### config.mk
export PLATFORM = sky130hd
export DESIGN_NAME = wbuf_merge
export DESIGN_NICKNAME = d
export VERILOG_FILES = /design/src/rtl/wbuf_merge_pkg.sv /design/src/rtl/wbuf_merge_cam.sv /design/src/rtl/wbuf_merge_drain.sv /design/src/rtl/wbuf_merge.sv
export SDC_FILE = /design/constraint.sdc
export NUM_CORES = 1
export LEC_CHECK = 0
export BUFFER_PORTS_ARGS = -buffer_cell sky130_fd_sc_hd__buf_2
export CORE_UTILIZATION = 50
export CTS_CLUSTER_SIZE = 14
export DETAILED_ROUTE_END_ITERATION = 10
export GPL_TIMING_DRIVEN = 0
export HOLD_SLACK_MARGIN = 0.03
export PLACE_DENSITY = 0.75
export SETUP_SLACK_MARGIN = 0.5
export SYNTH_ARGS = -nofsm -noshare
export SYNTH_HDL_FRONTEND = slang
export SYNTH_HIERARCHICAL = 1
export SYNTH_SLANG_ARGS = --single-unit
### constraint.sdc
create_clock -name clk -period 5.5 [get_ports clk]
set_input_delay 1.1 -clock clk [delete_from_list [all_inputs] [get_ports clk]]
set_output_delay 1.1 -clock clk [all_outputs]
set_load 0.02 [all_outputs]
### src/rtl/wbuf_merge_pkg.sv
package wbuf_merge_pkg;

  typedef enum logic {
    DR_FILL = 1'b0,
    DR_SEND = 1'b1
  } drain_e;

endpackage

### src/rtl/wbuf_merge_cam.sv
module wbuf_merge_cam #(
  parameter int DEPTH = 4,
  parameter int WPB   = 4,
  parameter int BLKW  = 12,
  parameter int PW    = 2,
  parameter int WSEL  = 2
) (
  input  logic [DEPTH-1:0] occ,
  input  logic [DEPTH-1:0] mok,
  input  logic [BLKW-1:0]  blk [DEPTH],
  input  logic [WPB-1:0]   msk [DEPTH],
  input  logic [PW-1:0]    head,
  input  logic [BLKW-1:0]  st_blk,
  input  logic [BLKW-1:0]  ld_blk,
  input  logic [WSEL-1:0]  ld_w,
  output logic [DEPTH-1:0] st_vec,
  output logic             st_hit,
  output logic [PW-1:0]    st_idx,
  output logic             ld_any,
  output logic [PW-1:0]    ld_idx
);

  logic [DEPTH-1:0] ld_vec;
  logic [PW-1:0]    rank [DEPTH];
  logic [PW-1:0]    best;

  for (genvar g = 0; g < DEPTH; g++) begin : g_cmp
    assign st_vec[g] = mok[g] && (blk[g] == st_blk);
    assign ld_vec[g] = occ[g] && (blk[g] == ld_blk) && msk[g][ld_w];
    assign rank[g]   = PW'(g) - head;
  end

  always_comb begin
    st_hit = 1'b0;
    st_idx = '0;
    for (int i = 0; i < DEPTH; i++) begin
      if (st_vec[i]) begin
        st_hit = 1'b1;
        st_idx = PW'(i);
      end
    end
  end

  // youngest matching slot wins (largest distance from head)
  always_comb begin
    ld_any = 1'b0;
    ld_idx = '0;
    best   = '0;
    for (int i = 0; i < DEPTH; i++) begin
      if (ld_vec[i] && (!ld_any || rank[i] >= best)) begin
        ld_any = 1'b1;
        ld_idx = PW'(i);
        best   = rank[i];
      end
    end
  end

endmodule

### src/rtl/wbuf_merge_drain.sv
module wbuf_merge_drain
  import wbuf_merge_pkg::*;
#(
  parameter int WPB        = 4,
  parameter int CW         = 3,
  parameter int IDLE_LIMIT = 8
) (
  input  logic           clk,
  input  logic           rst,
  input  logic [CW-1:0]  count,
  input  logic [WPB-1:0] head_msk,
  input  logic           head_touch,
  input  logic           mem_ack,
  output logic           send,
  output logic           pop
);

  localparam int AGW = $clog2(IDLE_LIMIT + 1);

  drain_e         state;
  logic [AGW-1:0] age;
  logic           start;

  assign start = (count != '0) &&
                 ((count > CW'(1)) || (&head_msk) || (age >= AGW'(IDLE_LIMIT)));

  always_ff @(posedge clk) begin
    if (rst) begin
      state <= DR_FILL;
      age   <= '0;
    end else if (state == DR_SEND) begin
      if (mem_ack) begin
        state <= DR_FILL;
        age   <= '0;
      end
    end else begin
      if (start) state <= DR_SEND;
      if (count == '0 || head_touch) age <= '0;
      else if (age < AGW'(IDLE_LIMIT)) age <= age + AGW'(1);
    end
  end

  assign send = (state == DR_SEND);
  assign pop  = send && mem_ack;

  // a transaction is only offered while a slot is occupied
  a_r4_drain_occupied: assert property (@(posedge clk) disable iff (rst)
    send |-> (count != '0));

endmodule

### src/rtl/wbuf_merge.sv
module wbuf_merge
  import wbuf_merge_pkg::*;
#(
  parameter int AW         = 14,
  parameter int DW         = 32,
  parameter int WPB        = 4,
  parameter int DEPTH      = 4,
  parameter int IDLE_LIMIT = 8
) (
  input  logic                clk,
  input  logic                rst,
  input  logic                st_en,
  input  logic [AW-1:0]       st_addr,
  input  logic [DW-1:0]       st_data,
  output logic                st_stall,
  input  logic                ld_en,
  input  logic [AW-1:0]       ld_addr,
  output logic                ld_hit,
  output logic [DW-1:0]       ld_data,
  output logic                mem_req,
  output logic [AW-$clog2(WPB)-1:0] mem_blk,
  output logic [WPB*DW-1:0]   mem_data,
  output logic [WPB-1:0]      mem_mask,
  input  logic                mem_ack
);

  localparam int WSEL = $clog2(WPB);
  localparam int BLKW = AW - WSEL;
  localparam int PW   = $clog2(DEPTH);
  localparam int CW   = $clog2(DEPTH + 1);

  logic [BLKW-1:0] e_blk [DEPTH];
  logic [WPB-1:0]  e_msk [DEPTH];
  logic [DW-1:0]   e_dat [DEPTH*WPB];

  logic [PW-1:0]   head, tail;
  logic [CW-1:0]   count;
  logic [PW-1:0]   rel [DEPTH];
  logic [DEPTH-1:0] occ, mok, st_vec;
  logic            st_hit, ld_any, send, pop;
  logic [PW-1:0]   st_idx, ld_idx, wr_idx;
  logic            st_go, alloc, head_touch;

  wire [BLKW-1:0] st_blk = st_addr[AW-1:WSEL];
  wire [WSEL-1:0] st_w   = st_addr[WSEL-1:0];
  wire [BLKW-1:0] ld_blk = ld_addr[AW-1:WSEL];
  wire [WSEL-1:0] ld_w   = ld_addr[WSEL-1:0];
  wire [WPB-1:0]  wbit   = WPB'(1) << st_w;

  for (genvar g = 0; g < DEPTH; g++) begin : g_occ
    assign rel[g] = PW'(g) - head;
    assign occ[g] = CW'(rel[g]) < count;
    assign mok[g] = occ[g] && !(send && (PW'(g) == head));
  end

  wbuf_merge_cam #(
    .DEPTH(DEPTH), .WPB(WPB), .BLKW(BLKW), .PW(PW), .WSEL(WSEL)
  ) u_cam (
    .occ(occ), .mok(mok), .blk(e_blk), .msk(e_msk), .head(head),
    .st_blk(st_blk), .ld_blk(ld_blk), .ld_w(ld_w),
    .st_vec(st_vec), .st_hit(st_hit), .st_idx(st_idx),
    .ld_any(ld_any), .ld_idx(ld_idx)
  );

  assign st_stall   = st_en && !st_hit && (count == CW'(DEPTH));
  assign st_go      = st_en && !st_stall;
  assign alloc      = st_go && !st_hit;
  assign wr_idx     = st_hit ? st_idx : tail;
  assign head_touch = st_go && (st_hit ? (st_idx == head) : (count == '0));

  wbuf_merge_drain #(
    .WPB(WPB), .CW(CW), .IDLE_LIMIT(IDLE_LIMIT)
  ) u_drain (
    .clk(clk), .rst(rst), .count(count), .head_msk(e_msk[head]),
    .head_touch(head_touch), .mem_ack(mem_ack), .send(send), .pop(pop)
  );

  always_ff @(posedge clk) begin
    if (rst) begin
      head   <= '0;
      tail   <= '0;
      count  <= '0;
      ld_hit <= 1'b0;
    end else begin
      if (alloc) tail <= tail + PW'(1);
      head   <= head + PW'(pop);
      count  <= count + CW'(alloc) - CW'(pop);
      ld_hit <= ld_en && ld_any;
    end
  end

  always_ff @(posedge clk) begin
    if (st_go) begin
      if (st_hit) begin
        e_msk[st_idx] <= e_msk[st_idx] | wbit;
      end else begin
        e_blk[tail] <= st_blk;
        e_msk[tail] <= wbit;
      end
    end
  end

  always_ff @(posedge clk) begin
    if (st_go) e_dat[{wr_idx, st_w}] <= st_data;
    ld_data <= e_dat[{ld_idx, ld_w}];
  end

  assign mem_req  = send;
  assign mem_blk  = e_blk[head];
  assign mem_mask = e_msk[head];
  for (genvar w = 0; w < WPB; w++) begin : g_lane
    assign mem_data[w*DW +: DW] = e_dat[{head, WSEL'(w)}];
  end

  // an offered transaction holds until it is taken
  a_r5_req_steady: assert property (@(posedge clk) disable iff (rst)
    (mem_req && !mem_ack) |=> (mem_req && $stable(mem_blk) &&
                               $stable(mem_mask) && $stable(mem_data)));

  // every sent block carries at least one written word
  a_r5_mask_live: assert property (@(posedge clk) disable iff (rst)
    mem_req |-> (mem_mask != '0));

  // at most one open slot per block
  a_r2_single_owner: assert property (@(posedge clk) disable iff (rst)
    $onehot0(st_vec));

  // occupancy bounded, no slot taken while stalled
  a_r8_cap: assert property (@(posedge clk) disable iff (rst)
    count <= CW'(DEPTH));
  a_r8_no_alloc_stalled: assert property (@(posedge clk) disable iff (rst)
    st_stall |=> (count <= $past(count)));

endmodule

# Yosys cells after proc, flatten, opt, wreduce, memory -nomap -nowiden
# Memory sizes are Yosys's and may differ from the RTL's. A register that Yosys moved wholly into a read port is not among the register bits.
# Cells that the tools add are included.
[classes]
n_reduce_logical = 55
n_lt_le_gt_ge = 16
shift = 1
n_addsub = 9
bitwise = 5
eq_ne = 14
n_mux = 59
[op_table]
columns = ["op", "n"]
rows = [
  ["equality test 12 bit", 8],
  ["2-to-1 mux 4 bit", 14],
  ["bitwise mux 48 bit", 1],
  ["2-to-1 mux 12 bit", 3],
  ["logical AND 1 bit", 33],
  ["bitwise mux 16 bit", 2],
  ["binary-select mux 12 bit (select 2 bit)", 1],
  ["demux 12 bit (select 2 bit)", 1],
  ["2-to-1 mux 1 bit", 20],
  ["binary-select mux 4 bit (select 2 bit)", 2],
  ["demux 4 bit (select 2 bit)", 2],
  ["2-to-1 mux 16 bit", 1],
  ["2-to-1 mux 2 bit", 8],
  ["less-than comparator 2 x 3 -> 1 bit", 4],
  [">= comparator 3 bit (second input constant)", 3],
  ["logical NOT 1 bit", 9],
  ["inverter 2 -> 3 bit", 3],
  ["binary-select mux 1 bit (select 2 bit)", 4],
  [">= comparator 2 bit", 3],
  ["logical OR 1 bit", 6],
  ["less-than comparator 3 x 1 -> 1 bit (second input constant)", 2],
  ["nonzero test 3 bit", 2],
  ["adder 4 x 1 -> 4 bit (second input constant)", 1],
  ["equality test 2 bit (first input constant)", 2],
  ["21 further kinds", 24],
]
[totals]
in_bits = 65
regBits = 77
word_cells = 174
mem_count = 1
mem_bits_rw = 512
[mem_list]
columns = ["memory", "words", "word_bits", "read_ports", "rd_clocked_by_memory_dff", "wr", "line", "text"]
rows = [
  ["e_dat", 16, 32, 5, 5, 1, "wbuf_merge.sv:34", "logic [DW-1:0] e_dat [DEPTH*WPB];"],
]

# Logic depth before layout (Yosys ltp)
[depth]
ltp_word = 18
depth_mapped = 26

# Cells and area by module
# Netlist, hierarchy kept.
[modules_own_cells]
columns = ["mod", "instances", "cells_per_inst", "area_per_inst_um2", "seq_area_each_um2"]
rows = [
  ["wbuf_merge", 1, 1226, 26231.4, 18097.4],
  ["wbuf_merge_cam", 1, 187, 1520.2, 0.0],
  ["wbuf_merge_drain", 1, 37, 305.3, 100.1],
]

# Worst setup path after synthesis
# No wires, ideal clock.
[synth_path]
path_kind = "reg2reg"
start = "register head[0]"
end = "register ld_data[0], read port of e_dat"
setup_ns = 0.060
required_time_ns = 5.440
arrival_ns = 5.153
slack_ns = 0.287
n_path_buf = 4
period_less_slack_ns = 5.213
stages_incl_launch_ff = 27
path_cell_list = "dfxtp_1 clkbuf_1 buf_2 inv_1 ha_1 ha_1 a21oi_1 or2_2 and4_1 a211o_2 mux2i_1 ha_1 nand2b_1 a21o_1 a31oi_1 a21oi_1 a211o_1 ha_1 inv_1 a21boi_0 a311oi_1 o22ai_1 nor2b_1 clkbuf_1 clkbuf_1 a22oi_1 nand2_1"
[synth_between]
elab_chain_len = 17
elab_cells_between_ends = 37
classes_between = "4 x add/sub; 7 x order compare; 9 x mux; 17 x reduce/logical"
[synth_lines]
columns = ["element", "line", "text"]
rows = [
  ["start: declaration", "wbuf_merge.sv:36", "logic [PW-1:0] head, tail;"],
  ["start signal: assignment", "wbuf_merge.sv:86", "head <= head + PW'(pop);"],
  ["subtractor 1 x 2 -> 2 bit (*)", "wbuf_merge.sv:51", "assign rel[g] = PW'(g) - head;"],
  ["less-than comparator 2 x 3 -> 1 bit (*)", "wbuf_merge.sv:52", "assign occ[g] = CW'(rel[g]) < count;"],
  ["via occ[0]", "wbuf_merge.sv:39", "logic [DEPTH-1:0] occ, mok, st_vec;"],
  ["logical AND 1 bit (*) (2 in a row)", "wbuf_merge_cam.sv:29", "assign ld_vec[g] = occ[g] && (blk[g] == ld_blk) && msk[g][ld_w];"],
  ["2-to-1 mux 2 bit or 2-to-1 mux 1 bit (tied branches)", "wbuf_merge_cam.sv:50", "if (ld_vec[i] && (!ld_any || rank[i] >= best)) begin"],
  [">= comparator 2 bit or logical NOT 1 bit (tied branches)", "wbuf_merge_cam.sv:50", ""],
  ["logical OR 1 bit", "wbuf_merge_cam.sv:50", ""],
  ["logical AND 1 bit", "wbuf_merge_cam.sv:50", ""],
  ["[2 not listed]", "n/a", ""],
  ["logical OR 1 bit", "wbuf_merge_cam.sv:50", ""],
  ["logical AND 1 bit", "wbuf_merge_cam.sv:50", ""],
  ["2-to-1 mux 2 bit or 2-to-1 mux 1 bit (tied branches)", "wbuf_merge_cam.sv:50", ""],
  [">= comparator 2 bit or logical NOT 1 bit (tied branches)", "wbuf_merge_cam.sv:50", ""],
  ["logical OR 1 bit", "wbuf_merge_cam.sv:50", ""],
  ["logical AND 1 bit", "wbuf_merge_cam.sv:50", ""],
  ["2-to-1 mux 2 bit (*)", "wbuf_merge_cam.sv:50", ""],
  ["via ld_idx[0]", "wbuf_merge.sv:41", "logic [PW-1:0] st_idx, ld_idx, wr_idx;"],
  ["end: declaration", "wbuf_merge.sv:19", "output logic [DW-1:0] ld_data,"],
]
# The timed path passes the listed nets; every way through them passes the cells marked *.
# A chain may end at the register's enable or synchronous reset.

# Worst setup path in the final report
[layout_path]
start = "input ld_addr[0]"
end = "register ld_data[0], read port of e_dat"
[layout_between]
elab_chain_len = 16
elab_cells_between_ends = 33
classes_between = "3 x order compare; 17 x mux; 13 x reduce/logical"
[layout_lines]
columns = ["element", "line", "text"]
rows = [
  ["start: declaration", "wbuf_merge.sv:17", "input logic [AW-1:0] ld_addr,"],
  ["binary-select mux 1 bit (select 2 bit)", "wbuf_merge_cam.sv:29", ""],
  ["2-to-1 mux 1 bit (not written as such)", "wbuf_merge_cam.sv:29", ""],
  ["logical AND 1 bit", "wbuf_merge_cam.sv:29", ""],
  ["2-to-1 mux 2 bit or 2-to-1 mux 1 bit (tied branches)", "wbuf_merge_cam.sv:50", ""],
  [">= comparator 2 bit or logical NOT 1 bit (tied branches)", "wbuf_merge_cam.sv:50", ""],
  ["logical OR 1 bit", "wbuf_merge_cam.sv:50", ""],
  ["logical AND 1 bit", "wbuf_merge_cam.sv:50", ""],
  ["2-to-1 mux 2 bit or 2-to-1 mux 1 bit (tied branches)", "wbuf_merge_cam.sv:50", ""],
  [">= comparator 2 bit or logical NOT 1 bit (tied branches)", "wbuf_merge_cam.sv:50", ""],
  ["logical OR 1 bit", "wbuf_merge_cam.sv:50", ""],
  ["logical AND 1 bit", "wbuf_merge_cam.sv:50", ""],
  ["2-to-1 mux 2 bit or 2-to-1 mux 1 bit (tied branches)", "wbuf_merge_cam.sv:50", ""],
  [">= comparator 2 bit or logical NOT 1 bit (tied branches)", "wbuf_merge_cam.sv:50", ""],
  ["logical OR 1 bit", "wbuf_merge_cam.sv:50", ""],
  ["logical AND 1 bit", "wbuf_merge_cam.sv:50", ""],
  ["2-to-1 mux 2 bit (*)", "wbuf_merge_cam.sv:50", ""],
  ["via ld_idx[1]", "wbuf_merge.sv:41", ""],
]
# The timed path passes the listed nets; every way through them passes the cells marked *. The select of a mux whose other input is x is not followed.

==> impl_metrics.toml <==
[critical_path]
cp-end-kind = "flop"
arrival_ns = 5.66
crit_start = "ld_addr[0]"
r2r_end = "ld_data[0]"
cp-start-kind = "input port"
required_ns = 5.98
timing_worst_setup_path_type = "input port to flop"
r2r_start = "head[1]"
cp_max_fo = 8
rrSetupSlack_ns = 0.32
rr_worst_depth = 25
endpoint = "ld_data[0]"

[clock_network]
tritoncts = "built"
cts_root_buf = "clkbuf_16"
cts_buffer_depth = 3
cts_buffers = 67
clk_pin_slew_ns = 0.06
clk_latency_ns = 0.64
cts_hold_buf = 0
cts_sinks = 621
h-tree-depth = 3

[layout]
final_cell_mix = "edfxtp_1, mux4_2, buf_2"
syn_to_final_growth_pct = 21.9
postLayoutCellArea_um2 = 34200
layout.nets = 1902
drive_gt1_share_pct = 43.7
final_common_cell = "edfxtp_1"

[global_routing]
use_met2_pct = 51.3
grt_max_degree = 22
gr-max-usage-layer = "met2"
grt_pass1_wl_um = 128000
grt_pass1_vias = 18400
grt_usage_pct = 32.2
grt_util_met3_pct = 8.18
grt_overflow_total = 0
antenna_found_initial = 3
grt_use_met1_pct = 40.8

[routing]
antenna_left = 0
wire_per_inst_um = 34.8
num_vias = 17800
firstDrtPassIters = 5
drt_iter0_markers = 2616
drc_errors = 0
wl_um = 91100
avgViaCountPerCell = 6.81

[sta]
slew-limit-headroom_pct = 28.5
tns_ns = 0
period_needed_ns = 5.18
hold_viol = 0
finalCritPeriodShare_pct = 94.2
rsz0062_at_grt = "true"
final-setup-viol-count = 0
drv_slew = 0
max_freq_mhz = 193
fin_skew_ns = 0.0335
tightest_slew_ns = 1.07

[power_and_ir_drop]
irDropWorstVdd_uv = 276
p_leak_nw = 11.3
p_per_area_nw_per_um2 = 362

[floorplanning]
initial_core_util_pct = 50.7
die_w_um = 239
die_area_um2 = 57100
rows = 86
die_h_um = 239
core_area_um2 = 55300
ios = 244

[job]
maxCapViolCount = 0

[placement]
gp_congestion = 0.904
io_buffer_count = 243
dpl-instance-area_um2 = 30900
post-dp-hpwl_um = 58400

[synthesis]
syn-num-nets = 1536
syn_avg_cell_area_um2 = 19.4
netlist_area_um2 = 28100
yosys_warnings = 6
synthCells = 1449

[min_path]
hold_class = "flop to flop"

[run_status]
outcome = "complete, no violations"
==> stage by stage <==
| step | hold WS (ns) | utilization [%] | power [W] | setup WS (ns) | instances |
|---|---|---|---|---|---|
| final | 0.547 | 61.9 | 0.0124 | 0.320 | 2616 |
| after global routing | 0.564 | 61.8 | 0.0127 | 0.229 | 2615 |
| after CTS | 0.523 | 61.4 | 0.0123 | 0.491 | 2606 |
| after detailed placement | 0.514 | 55.9 | 0.00763 | -0.976 | 2464 |
| after global placement | 0.490 | 54.6 | 0.00754 | -2.04 | 2440 |
| after floorplan | 0.462 | - | 0.00684 | 0.524 | 1449 |
==> critical path, cell delays in order <==
cell,delay (ns)
buf_2,0.24
mux4_2,0.59
and3_4,0.20
a211o_4,0.37
nor2_2,0.13
a21oi_1,0.06
ha_1,0.34
a21oi_2,0.08
or3_1,0.37
a221oi_2,0.28
ha_1,0.27
a21boi_2,0.17
a311oi_2,0.25
buf_4,0.19
o21bai_4,0.10
nor2b_4,0.17
clkbuf_16,0.21
clkbuf_16,0.18
a22oi_2,0.20
nand2_2,0.13
==> what timing repair did <==
| item | CTS | global route |
|---|---|---|
| buffers inserted | 15 | 8 |
| pin swaps | 26 | 23 |
| setup endpoints to repair | 386 | 129 |
| hold endpoints to repair | 0 | 0 |
| resized for setup | 117 | 45 |
| cloned | 7 | 0 |
==> layer usage <==
metal,routed length (µm),vias to the layer above
met1,30900,9048
li1,-,6877
met3,10900,367
met4,5220,4
met5,20,-
met2,44100,1520
==> registers in the layout (all words and copies together) (netlist names) <==
name          count
head              2
u_drain/send      1
tail              2
u_drain/age       4
e_msk            16
e_blk            48
e_dat           512
count             3
ld_hit            1
ld_data          32
==> report_power, final <==
group / internal, W / switching (W) / leakage, nW / total [W]
Sequential: 0.00538 / 0.000143 / 5.59 / 0.00552
Combinational: 0.000858 / 0.00128 / 4.59 / 0.00213
Clock: 0.00281 / 0.00191 / 1.10 / 0.00472
==> worst min-delay path by stage <==
stage | start | to | slack, ns | cells after the start
floorplan | u_drain/age[2] | u_drain/age[2] | 0.46 | 2
global placement | u_drain/age[2] | u_drain/age[2] | 0.49 | 2
detailed placement | u_drain/age[2] | u_drain/age[2] | 0.51 | 2
CTS | u_drain/age[2] | u_drain/age[2] | 0.52 | 2
global route | u_drain/age[2] | u_drain/age[2] | 0.56 | 2
finish | u_drain/age[2] | u_drain/age[2] | 0.55 | 2
==> area by class of cell <==
type                            instances  area [µm²]
Inverter                               15        73.8
Tap cell                              748         936
Fill cell                            3794       21100
Clock buffer                           86        1810
Sequential cell                       621       18200
Clock inverter                         34         459
Timing Repair Buffer                  297        2090
Buffer                                 86         757
Multi-Input combinational cell        727        9870
Antenna cell                            2        5.00
(Power assumes the default switching activity.)
